`config.mk`:
```
export PLATFORM = sky130hd
export DESIGN_NAME = rahead_buf
export DESIGN_NICKNAME = d
export VERILOG_FILES = /design/src/rtl/rahead_pkg.sv /design/src/rtl/rahead_store.sv /design/src/rtl/rahead_ctrl.sv /design/src/rtl/rahead_buf.sv
export SDC_FILE = /design/constraint.sdc
export NUM_CORES = 2
export LEC_CHECK = 0
export BUFFER_PORTS_ARGS = -buffer_cell sky130_fd_sc_hd__buf_2
export CORE_MARGIN = 2
export CORE_UTILIZATION = 62
export CTS_CLUSTER_DIAMETER = 50
export CTS_CLUSTER_SIZE = 14
export DETAILED_ROUTE_END_ITERATION = 10
export PLACE_DENSITY = 0.86
export SLEW_MARGIN = 40
export SYNTH_ARGS = -nofsm -noshare
export SYNTH_HDL_FRONTEND = slang
export SYNTH_SLANG_ARGS = --single-unit
```
`constraint.sdc`:
```
create_clock -name clk -period 6.85 [get_ports clk]
set_input_delay 0.3425 -clock clk [delete_from_list [all_inputs] [get_ports clk]]
set_output_delay 0.3425 -clock clk [all_outputs]
set_load 0.03 [all_outputs]
```
`src/rtl/rahead_pkg.sv`:
```
package rahead_pkg;

    typedef enum logic [1:0] {
        FS_IDLE = 2'd0,
        FS_REQ  = 2'd1,
        FS_FILL = 2'd2,
        FS_DROP = 2'd3
    } fetch_st_e;

    localparam logic [1:0] CMD_PLAIN = 2'd0;
    localparam logic [1:0] CMD_LINE  = 2'd1;
    localparam logic [1:0] CMD_MULTI = 2'd2;

    function automatic logic cmd_reads_ahead(input logic [1:0] cmd);
        return (cmd == CMD_LINE) || (cmd == CMD_MULTI);
    endfunction

endpackage

```
`src/rtl/rahead_store.sv`:
```
module rahead_store #(
    parameter int LINES = 4,
    parameter int BEATS = 4,
    parameter int DW    = 64
) (
    input  logic                                 clk,
    input  logic                                 rst_n,
    input  logic                                 we,
    input  logic [$clog2(LINES*BEATS)-1:0]       widx,
    input  logic [DW-1:0]                        wdata,
    input  logic                                 re,
    input  logic [$clog2(LINES*BEATS)-1:0]       ridx,
    output logic [DW-1:0]                        rdata
);
    localparam int ENTRIES = LINES * BEATS;
    localparam int IW      = $clog2(ENTRIES);
    localparam int BB      = $clog2(BEATS);

    logic [DW-1:0] mem_q [ENTRIES];
    logic [DW-1:0] rdata_d, rdata_q;

    always_comb begin
        rdata_d = rdata_q;
        if (re) begin
            rdata_d = mem_q[ridx];
        end
    end

    always_ff @(posedge clk) begin
        if (we) begin
            mem_q[widx] <= wdata;
        end
        if (!rst_n) begin
            rdata_q <= '0;
        end else begin
            rdata_q <= rdata_d;
        end
    end

    assign rdata = rdata_q;

    // a drain never reads the slot that is being filled in the same cycle
    a_r8_no_read_of_filling_slot: assert property (@(posedge clk) disable iff (!rst_n)
        (we && re) |-> (widx[IW-1:BB] != ridx[IW-1:BB]));

endmodule

```
`src/rtl/rahead_ctrl.sv`:
```
module rahead_ctrl
    import rahead_pkg::*;
#(
    parameter int AW    = 16,
    parameter int LINES = 4,
    parameter int BEATS = 4
) (
    input  logic                                 clk,
    input  logic                                 rst_n,
    input  logic                                 rd_req_valid,
    input  logic [AW-1:0]                        rd_req_addr,
    input  logic [1:0]                           rd_req_cmd,
    input  logic                                 ra_en,
    output logic                                 rd_req_ready,
    output logic                                 rsp_valid,
    input  logic                                 xact_end,
    output logic                                 fetch_valid,
    input  logic                                 fetch_ready,
    output logic [AW-$clog2(BEATS)-1:0]          fetch_line,
    input  logic                                 fill_valid,
    output logic                                 st_we,
    output logic [$clog2(LINES*BEATS)-1:0]       st_widx,
    output logic                                 st_re,
    output logic [$clog2(LINES*BEATS)-1:0]       st_ridx
);
    localparam int BB = $clog2(BEATS);
    localparam int SB = $clog2(LINES);
    localparam int LW = AW - BB;
    localparam logic [BB-1:0] LAST_BEAT = BB'(BEATS - 1);

    typedef struct packed {
        logic [LINES-1:0]         valid;
        logic [LINES-1:0][LW-1:0] tag;
        fetch_st_e                st;
        logic [SB-1:0]            fslot;
        logic [LW-1:0]            fline;
        logic [BB-1:0]            cnt;
        logic                     arm;
        logic [LW-1:0]            next_pf;
        logic [SB-1:0]            victim;
        logic                     rsp_valid;
    } ctrl_t;

    ctrl_t q, d;

    logic [LW-1:0]    req_line;
    logic [BB-1:0]    req_beat;
    logic [LINES-1:0] hit_vec;
    logic [LINES-1:0] pf_vec;
    logic             hit;
    logic [SB-1:0]    hit_slot;
    logic             any_free;
    logic [SB-1:0]    free_slot;
    logic             accept;
    logic             fill_last;

    assign req_line = rd_req_addr[AW-1:BB];
    assign req_beat = rd_req_addr[BB-1:0];

    always_comb begin
        hit_slot  = '0;
        free_slot = '0;
        any_free  = 1'b0;
        for (int i = 0; i < LINES; i++) begin
            hit_vec[i] = q.valid[i] && (q.tag[i] == req_line);
            pf_vec[i]  = q.valid[i] && (q.tag[i] == q.next_pf);
            if (hit_vec[i]) begin
                hit_slot = SB'(i);
            end
        end
        for (int i = LINES - 1; i >= 0; i--) begin
            if (!q.valid[i]) begin
                any_free  = 1'b1;
                free_slot = SB'(i);
            end
        end
        hit = |hit_vec;
    end

    assign rd_req_ready = hit && !xact_end;
    assign accept       = rd_req_valid && rd_req_ready;
    assign fill_last    = fill_valid && (q.cnt == LAST_BEAT);

    always_comb begin
        d       = q;
        st_we   = 1'b0;
        st_re   = accept;
        st_ridx = {hit_slot, req_beat};
        st_widx = {q.fslot, q.cnt};

        d.rsp_valid = accept;
        if (accept && (req_beat == LAST_BEAT) && q.arm) begin
            d.valid[hit_slot] = 1'b0;
        end

        case (q.st)
            FS_IDLE: begin
                if (!xact_end) begin
                    if (rd_req_valid && !hit) begin
                        d.st       = FS_REQ;
                        d.fline    = req_line;
                        d.arm      = ra_en && cmd_reads_ahead(rd_req_cmd);
                        d.next_pf  = req_line + LW'(1);
                        d.fslot    = any_free ? free_slot : q.victim;
                        d.tag[d.fslot]   = req_line;
                        d.valid[d.fslot] = 1'b0;
                        if (!any_free) begin
                            d.victim = q.victim + SB'(1);
                        end
                    end else if (q.arm && any_free) begin
                        d.next_pf = q.next_pf + LW'(1);
                        if (!(|pf_vec)) begin
                            d.st             = FS_REQ;
                            d.fline          = q.next_pf;
                            d.fslot          = free_slot;
                            d.tag[free_slot] = q.next_pf;
                        end
                    end
                end
            end
            FS_REQ: begin
                if (fetch_ready) begin
                    d.st  = FS_FILL;
                    d.cnt = '0;
                end
            end
            FS_FILL: begin
                if (fill_valid) begin
                    st_we = 1'b1;
                    d.cnt = q.cnt + BB'(1);
                    if (fill_last) begin
                        d.valid[q.fslot] = 1'b1;
                        d.st             = FS_IDLE;
                    end
                end
            end
            default: begin
                if (fill_valid) begin
                    d.cnt = q.cnt + BB'(1);
                    if (fill_last) begin
                        d.st = FS_IDLE;
                    end
                end
            end
        endcase

        if (xact_end) begin
            d.valid = '0;
            d.arm   = 1'b0;
            st_we   = 1'b0;
            if (q.st == FS_REQ) begin
                d.st  = fetch_ready ? FS_DROP : FS_IDLE;
                d.cnt = '0;
            end else if (q.st == FS_FILL) begin
                d.st = fill_last ? FS_IDLE : FS_DROP;
            end
        end
    end

    always_ff @(posedge clk) begin
        if (!rst_n) begin
            q <= '0;
        end else begin
            q <= d;
        end
    end

    assign fetch_valid = (q.st == FS_REQ);
    assign fetch_line  = q.fline;
    assign rsp_valid   = q.rsp_valid;

    // accepted request is answered in the following cycle
    a_r2_rsp_after_accept: assert property (@(posedge clk) disable iff (!rst_n)
        (rd_req_valid && rd_req_ready) |=> rsp_valid);

    // resident lines never alias, so at most one slot matches
    a_r2_hit_unique: assert property (@(posedge clk) disable iff (!rst_n)
        $onehot0(hit_vec));

    // transaction end blocks acceptance in its own cycle
    a_r11_end_blocks: assert property (@(posedge clk) disable iff (!rst_n)
        xact_end |-> !rd_req_ready);

    // every line is invalid after a transaction end
    a_r9_end_clears: assert property (@(posedge clk) disable iff (!rst_n)
        xact_end |=> (q.valid == '0));

    // a pending fetch request stays put until accepted
    a_r12_fetch_hold: assert property (@(posedge clk) disable iff (!rst_n)
        (fetch_valid && !fetch_ready && !xact_end) |=> (fetch_valid && $stable(fetch_line)));

    // no fetch is raised while beats of a discarded burst remain
    a_r10_drop_quiet: assert property (@(posedge clk) disable iff (!rst_n)
        (xact_end && (q.st == FS_FILL) && !fill_last) |=> !fetch_valid);

endmodule

```
`src/rtl/rahead_buf.sv`:
```
module rahead_buf #(
    parameter int AW    = 16,
    parameter int DW    = 64,
    parameter int LINES = 4,
    parameter int BEATS = 4
) (
    input  logic                          clk,
    input  logic                          rst_n,
    input  logic                          rd_req_valid,
    input  logic [AW-1:0]                 rd_req_addr,
    input  logic [1:0]                    rd_req_cmd,
    input  logic                          ra_en,
    output logic                          rd_req_ready,
    output logic                          rd_rsp_valid,
    output logic [DW-1:0]                 rd_rsp_data,
    input  logic                          xact_end,
    output logic                          fetch_valid,
    input  logic                          fetch_ready,
    output logic [AW-$clog2(BEATS)-1:0]   fetch_line,
    input  logic                          fill_valid,
    input  logic [DW-1:0]                 fill_data
);
    localparam int IW = $clog2(LINES * BEATS);

    logic          st_we;
    logic          st_re;
    logic [IW-1:0] st_widx;
    logic [IW-1:0] st_ridx;

    rahead_ctrl #(
        .AW    (AW),
        .LINES (LINES),
        .BEATS (BEATS)
    ) u_ctrl (
        .clk          (clk),
        .rst_n        (rst_n),
        .rd_req_valid (rd_req_valid),
        .rd_req_addr  (rd_req_addr),
        .rd_req_cmd   (rd_req_cmd),
        .ra_en        (ra_en),
        .rd_req_ready (rd_req_ready),
        .rsp_valid    (rd_rsp_valid),
        .xact_end     (xact_end),
        .fetch_valid  (fetch_valid),
        .fetch_ready  (fetch_ready),
        .fetch_line   (fetch_line),
        .fill_valid   (fill_valid),
        .st_we        (st_we),
        .st_widx      (st_widx),
        .st_re        (st_re),
        .st_ridx      (st_ridx)
    );

    rahead_store #(
        .LINES (LINES),
        .BEATS (BEATS),
        .DW    (DW)
    ) u_store (
        .clk   (clk),
        .rst_n (rst_n),
        .we    (st_we),
        .widx  (st_widx),
        .wdata (fill_data),
        .re    (st_re),
        .ridx  (st_ridx),
        .rdata (rd_rsp_data)
    );

endmodule

```
Word-level counts from Yosys, hierarchy flattened --
Memories as Yosys holds them, arrays and structs flattened. A register that Yosys moved wholly into a read port is not among the register bits. Cells that the tools add are included.
Storage, ports and cells: register bits 98, bits in latches 0, bits in writable memories 1024, memory bits (read-only) 0, bits of input ports 89, logic and storage cells 140, memories kept 1
Memory list:
- u_store.mem_q | words 16, bits a word 64, rd ports 1, clocked after memory_dff 1, wr ports 1, RTL line rahead_store.sv:19 | logic [DW-1:0] mem_q [ENTRIES];
Operators by class: $add $sub $neg 4, $mul 0, divide/modulo/power cells 0, order comparisons 8, equal/unequal tests 15, shift operators 0, multiplexer cells 58, bitwise logic cells 8, reduce and logical (&&, ||, !) cells 33
Operators by type and width (number):
- $mux 74 | 3
- $bwmux 56 | 2
- $eq 14x14->1 | 8
- $mux 78 | 1
- $demux 14 s2 | 2
- $mux 14 | 4
- $mux 2 | 20
- $add 14x1->14 const B | 2
- $logic_and 1x1->1 | 20
- $mux 17 | 1
- $mux 4 | 4
- $mux 1 | 14
- $lt 2x3->1 const B | 4
- $and 4x4->4 | 2
- $eq 2x2->1 const B | 4
- $ge 2x1->1 const B | 4
- $not 4->4 | 2
- $pmux 2 s2 | 2
- $pmux 4 s2 | 1
- $reduce_and 4->1 | 2
- $reduce_or 4->1 | 2
- $demux 1 s2 | 3
- $reduce_and 3->1 | 2
- $add 2x1->2 const B | 2
- 10 further kinds | 15

Longest topological paths before layout --
depth in word-level cells 19, gate-level depth with buffers 18

By module --
Synthesis repeated with hierarchy kept, for this count alone.
Second synthesis, totals: cell total of the unflattened synthesis 3332, area, all modules 49278.5 um2
Modules (own cells, without submodules):
- rahead_store | times used 1, cells an instance 2403, area each 41544.8 um2, seq. area each 32030.7 um2
- rahead_ctrl | times used 1, cells an instance 929, area each 7733.7 um2, seq. area each 1961.9 um2

Least setup slack after synthesis --
Ideal clock, no wire load.
kind register to register, from reg u_ctrl.q[37] (netlist name), to mem u_store.mem_q[3][0] (enable), arrival 5.705 ns, data required time 6.285 ns, setup slack 0.580 ns, cell stages (with the launch flop) 6, buffers on the path 1, period minus slack after synthesis 6.270 ns, path through dfxtp_1 > clkbuf_1 > inv_1 > or3_1 > or2_2 > nor3_1
Between the ends: word-level cells in the longest chain between the ends 5
RTL lines:
- from (decl) | RTL line rahead_ctrl.sv:44 | ctrl_t q, d;
- from (signal assigned) | RTL line rahead_ctrl.sv:162 | q <= '0;
- from (signal assigned) | RTL line rahead_ctrl.sv:164 | q <= d;
- $eq 2x2->1 | RTL line rahead_ctrl.sv:96 | case (q.st)
- $mux 1 | RTL line rahead_ctrl.sv:96
- $mux 1 | RTL line rahead_ctrl.sv:147 | if (xact_end) begin
- $mux 1 | RTL line rahead_store.sv:30 | if (we) begin
- $mux 1 (not written as such) | RTL line rahead_store.sv:31 | mem_q[widx] <= wdata;
- to (decl) | RTL line rahead_store.sv:19
No other way between the ends.

==> key figures <==
Die
  • Number of top-level design ports: 170
  • Total Die Area: 80300 sq um
  • DIE WIDTH: 283 um
  • FP Rows: 102
  • Initial Utilization: 62.5%
  • Vertical extent of the die: 283 um
  • Core Box Area: 77300 sq um

Placement
  • Port Buffer Count: 169
  • DPL Wire Length: 66900 um
  • Total placed instance area: 50200 sq um
  • Routability-driven placement congestion ratio: 0.988
  • Worst setup slack after placement: 2.33 ns
  • Placed cells: 3842

GRT
  • First-pass GRT wire length: 199000 um
  • Remaining Overflow, GRT: 0
  • Global routing usage summed across all routing layers: 33.6%
  • Antenna violations before repair: 11
  • Vias in the first global route: 29766
  • Largest net degree at the start of global routing: 129

Pwr
  • Static leakage: 17.6 nW
  • PD cells: 271 nW/um^2
  • Total power consumption of the routed design: 14.7 mW
  • Power share of the combinational group: 5.2%
  • Total internal power: 11.4 mW
  • Switching Fraction: 22.8%
  • Maximum vdd ir drop: 0.000259 V
  • Share of power burned in the clock network: 41.1%
  • Flop pwr share: 53.7%
  • P_sw: 3.36 mW

Routing
  • Antenna-violating nets left: 0
  • Residual DRC count: 0
  • Iteration-0 DRC count of the detailed router: 4666
  • DR pass1 iterations: 6
  • Post-DR wirelength/cell: 34.3 um
  • Sum of routed wire length over all layers: 141000 um
  • Vias after detailed routing: 29761
  • Via/cell ratio: 7.24

Logic synthesis
  • Sequential area share after synthesis: 70.3%
  • Yosys warning count: 0
  • Average size of a mapped cell: 17.2 sq um
  • Synth Instances: 2810
  • Number of synthesized register bits: 1186
  • Async set-reset flop share out of synthesis: 0%
  • Biggest area consumer among synthesized cells: sky130_fd_sc_hd__edfxtp_1
  • Leading cell types by total area after synthesis: sky130_fd_sc_hd__edfxtp_1 64%, sky130_fd_sc_hd__mux4_2 12%, sky130_fd_sc_hd__dfxtp_1 6.7%
  • Number of enable-type register cells in the synthesized netlist: 1024
  • Share of the synthesized area in the top cell type: 63.6%
  • Synthesized net count: 2904
  • Cell Area, Synth: 48400 sq um
  • Primary FF master, synth: sky130_fd_sc_hd__edfxtp_1
  • Distinct cells, synth: 63

STA
  • Slew of the pin with the lowest slew margin: 0.890 ns
  • Setup WS post-layout: 2.49 ns
  • Tightest slew margin relative to the limit: 40.1%
  • Share of the clock period used by the worst path after layout: 63.7%
  • Setup repair after global routing missed its margin: no
  • Count of final setup violators: 0
  • Top achievable clock speed: 229 MHz
  • Number of max-slew violations in the final report: 0
  • Worst Skew: 0.0845 ns
  • Crit path time final: 4.36 ns
  • Final Hold Fails: 0
  • Setup TNS after final layout: 0 ns

CTS
  • Root buffer selected by CTS: sky130_fd_sc_hd__clkbuf_16
  • Bufs on Longest Clock Path: 3
  • TritonCTS clock tree: yes
  • Clock-pin slew of the registers on the worst-case setup and hold paths: 0.07 ns
  • CTS H-Tree Depth: 3
  • Clock latency at the later pin of the worst-skew pair: 0.72 ns
  • TritonCTS Buffers: 110
  • Total of cells resized after clock tree synthesis: 0
  • Clk sinks: 1186

Cells and area
  • Signed area change from the synthesized netlist to the final layout: 12.2%
  • Seq. cell area: 34000 sq um
  • Number of cells in the finished layout apart from fillers: 4109
  • Multi-input combinational cell area: 13500 sq um
  • # fillers: 4536
  • Cell area after layout: 54300 sq um
  • Ratio of cells with drive above 1 in the final layout: 21.9%
  • Final net count: 3063

Worst setup path
  • Library cell appearing most often on the critical path: sky130_fd_sc_hd__nand2_1
  • Cell family contributing the most delay on the critical path: simple AND/OR/NAND/NOR gates
  • Endpoint arrival time on the critical path: 4.92 ns
  • Critical path cell sequence: xnor2_1, nand4_1, or4_4, nor4b_4, buf_4, nand2_1, o21ai_0, ha_1, nand3_1, nor2_1, nand2_1, or3_1, mux2i_1, a21oi_1, o22ai_1
  • Required time reported for the critical path endpoint: 7.41 ns
  • Startpoint types: flop
  • Critical Path Slowest Stage Cell: sky130_fd_sc_hd__nor4b_4
  • Number of buffer and inverter instances along the worst setup path: 1
  • CP peak stage delay: 0.68 ns
  • Critical path type: reg2reg
  • Largest fanout on the critical path: 41
  • Endpoint class of the critical path: flop

Outcome
  • Run status: complete, no violations

Job
  • Max-cap violations: 0

Min path
  • Worst min-delay path class: in2reg
cell usage in the layout (no fill, tap or decap), drive strengths merged, types with 3 or more instances in the layout:
master / instances
buf: 221
clkinv: 22
edfxtp: 1024
o21ai: 155
inv: 30
o311ai: 58
nor4: 14
diode: 4
or2: 3
o211a: 14
nand2: 55
nand2b: 3
or3: 3
nand4: 43
dlygate4sd3: 52
o22ai: 3
or4: 9
mux2i: 160
clkinvlp: 3
xnor2: 118
ha: 5
nand3: 23
a2bb2oi: 56
xor2: 6
dfxtp: 162
a31oi: 3
nor2: 130
nand3b: 3
nor3: 18
clkbuf: 172
a21oi: 184
and2: 3
mux4: 256
o21bai: 14
and3: 9
metrics by stage:
stage          hold WS [ns]  utilization, %
6_report             0.0256            70.2
3_5_place_dp          0.487            64.9
3_3_place_gp          0.478            64.8
5_1_grt              0.0216            70.2
4_1_cts            0.000791            70.0
2_1_floorplan         0.441               -
kinds of logic (layout without fill, tap and decap cells):
group	Yosys count	in the layout	share of synthesized area, %
buf+inv	247	502	2.25
xor+xnor	124	124	2.28
simple gates	323	323	3.26
mux	417	417	15.3
compound gates	508	508	6.55
flops	1186	1186	70.3
other cells	0	4	0
fa+ha+maj	5	5	0.129
routing by layer:
layer	part of all wire, %	GRT usage [%]
met3	12	7.46
met1	34	43.5
met2	49	54.6
met5	0.048	0
met4	5.3	16.5
path summary, 6_finish.rpt:
kind / endpoint / cells after the start / start / slack, ns
max: u_ctrl.q[15] / 15 / flop / 2.49
min: u_store.mem_q[8][28] / 1 / fill_data[28] / 0.03
max reg2reg: u_ctrl.q[15] / 15 / flop / 2.49
min reg2reg: u_ctrl.q[17] / 2 / u_ctrl.q[17] / 0.50
worst reg2reg max path, cell delays in order (launching register included):
cell	delay, ns
sky130_fd_sc_hd__dfxtp_1	0.42
sky130_fd_sc_hd__xnor2_1	0.14
sky130_fd_sc_hd__nand4_1	0.12
sky130_fd_sc_hd__or4_4	0.55
sky130_fd_sc_hd__nor4b_4	0.68
sky130_fd_sc_hd__buf_4	0.49
sky130_fd_sc_hd__nand2_1	0.14
sky130_fd_sc_hd__o21ai_0	0.11
sky130_fd_sc_hd__ha_1	0.31
sky130_fd_sc_hd__nand3_1	0.14
sky130_fd_sc_hd__nor2_1	0.25
sky130_fd_sc_hd__nand2_1	0.11
sky130_fd_sc_hd__or3_1	0.35
sky130_fd_sc_hd__mux2i_1	0.16
sky130_fd_sc_hd__a21oi_1	0.10
sky130_fd_sc_hd__o22ai_1	0.17
what timing repair did:
action / 4_1_cts / 5_1_grt
hold endpoints to repair: 669 / 0
hold buffers: 52 / 0
setup buffers: 0 / 0
power groups by stage:
stage                     Combinational (mW)  Sequential (mW)  Clock, mW
after floorplan                        0.494             8.03          0
after detailed placement               0.700             8.06          0
after global placement                 0.670             8.06          0
final                                  0.768             7.91       6.05
after CTS                              0.743             7.91       6.00
after global routing                   0.811             7.91       6.30
flip-flops by register name, summed over array words and instances (netlist names), named ones only:
register	cells
u_ctrl.fetch_line	14
u_ctrl.q	23
u_ctrl.rsp_valid	1
u_ctrl.st_widx	4
u_store.mem_q	1024
u_store.rdata	64
Yosys cell counts (all sizes together) (6+ instances only):
library cell / n
a21oi: 184
a2bb2oi: 56
and3: 9
buf: 85
clkbuf: 141
dfxtp: 162
edfxtp: 1024
inv: 21
mux2i: 160
mux4: 256
nand2: 55
nand3: 23
nand4: 43
nor2: 130
nor3: 18
nor4: 14
o211a: 14
o21ai: 155
o21bai: 14
o311ai: 58
or4: 9
xnor2: 118
xor2: 6
layout make-up:
class / instances / area share, %
antenna: 4 / 0.0184
clock buffer: 172 / 5.69
clock inverter: 36 / 0.696
inverter: 21 / 0.145
multi-input combinational: 1377 / 24.8
sequential: 1186 / 62.6
tap: 1040 / 2.40
timing repair buffer: 273 / 3.62
(Power assumes the default switching activity.)
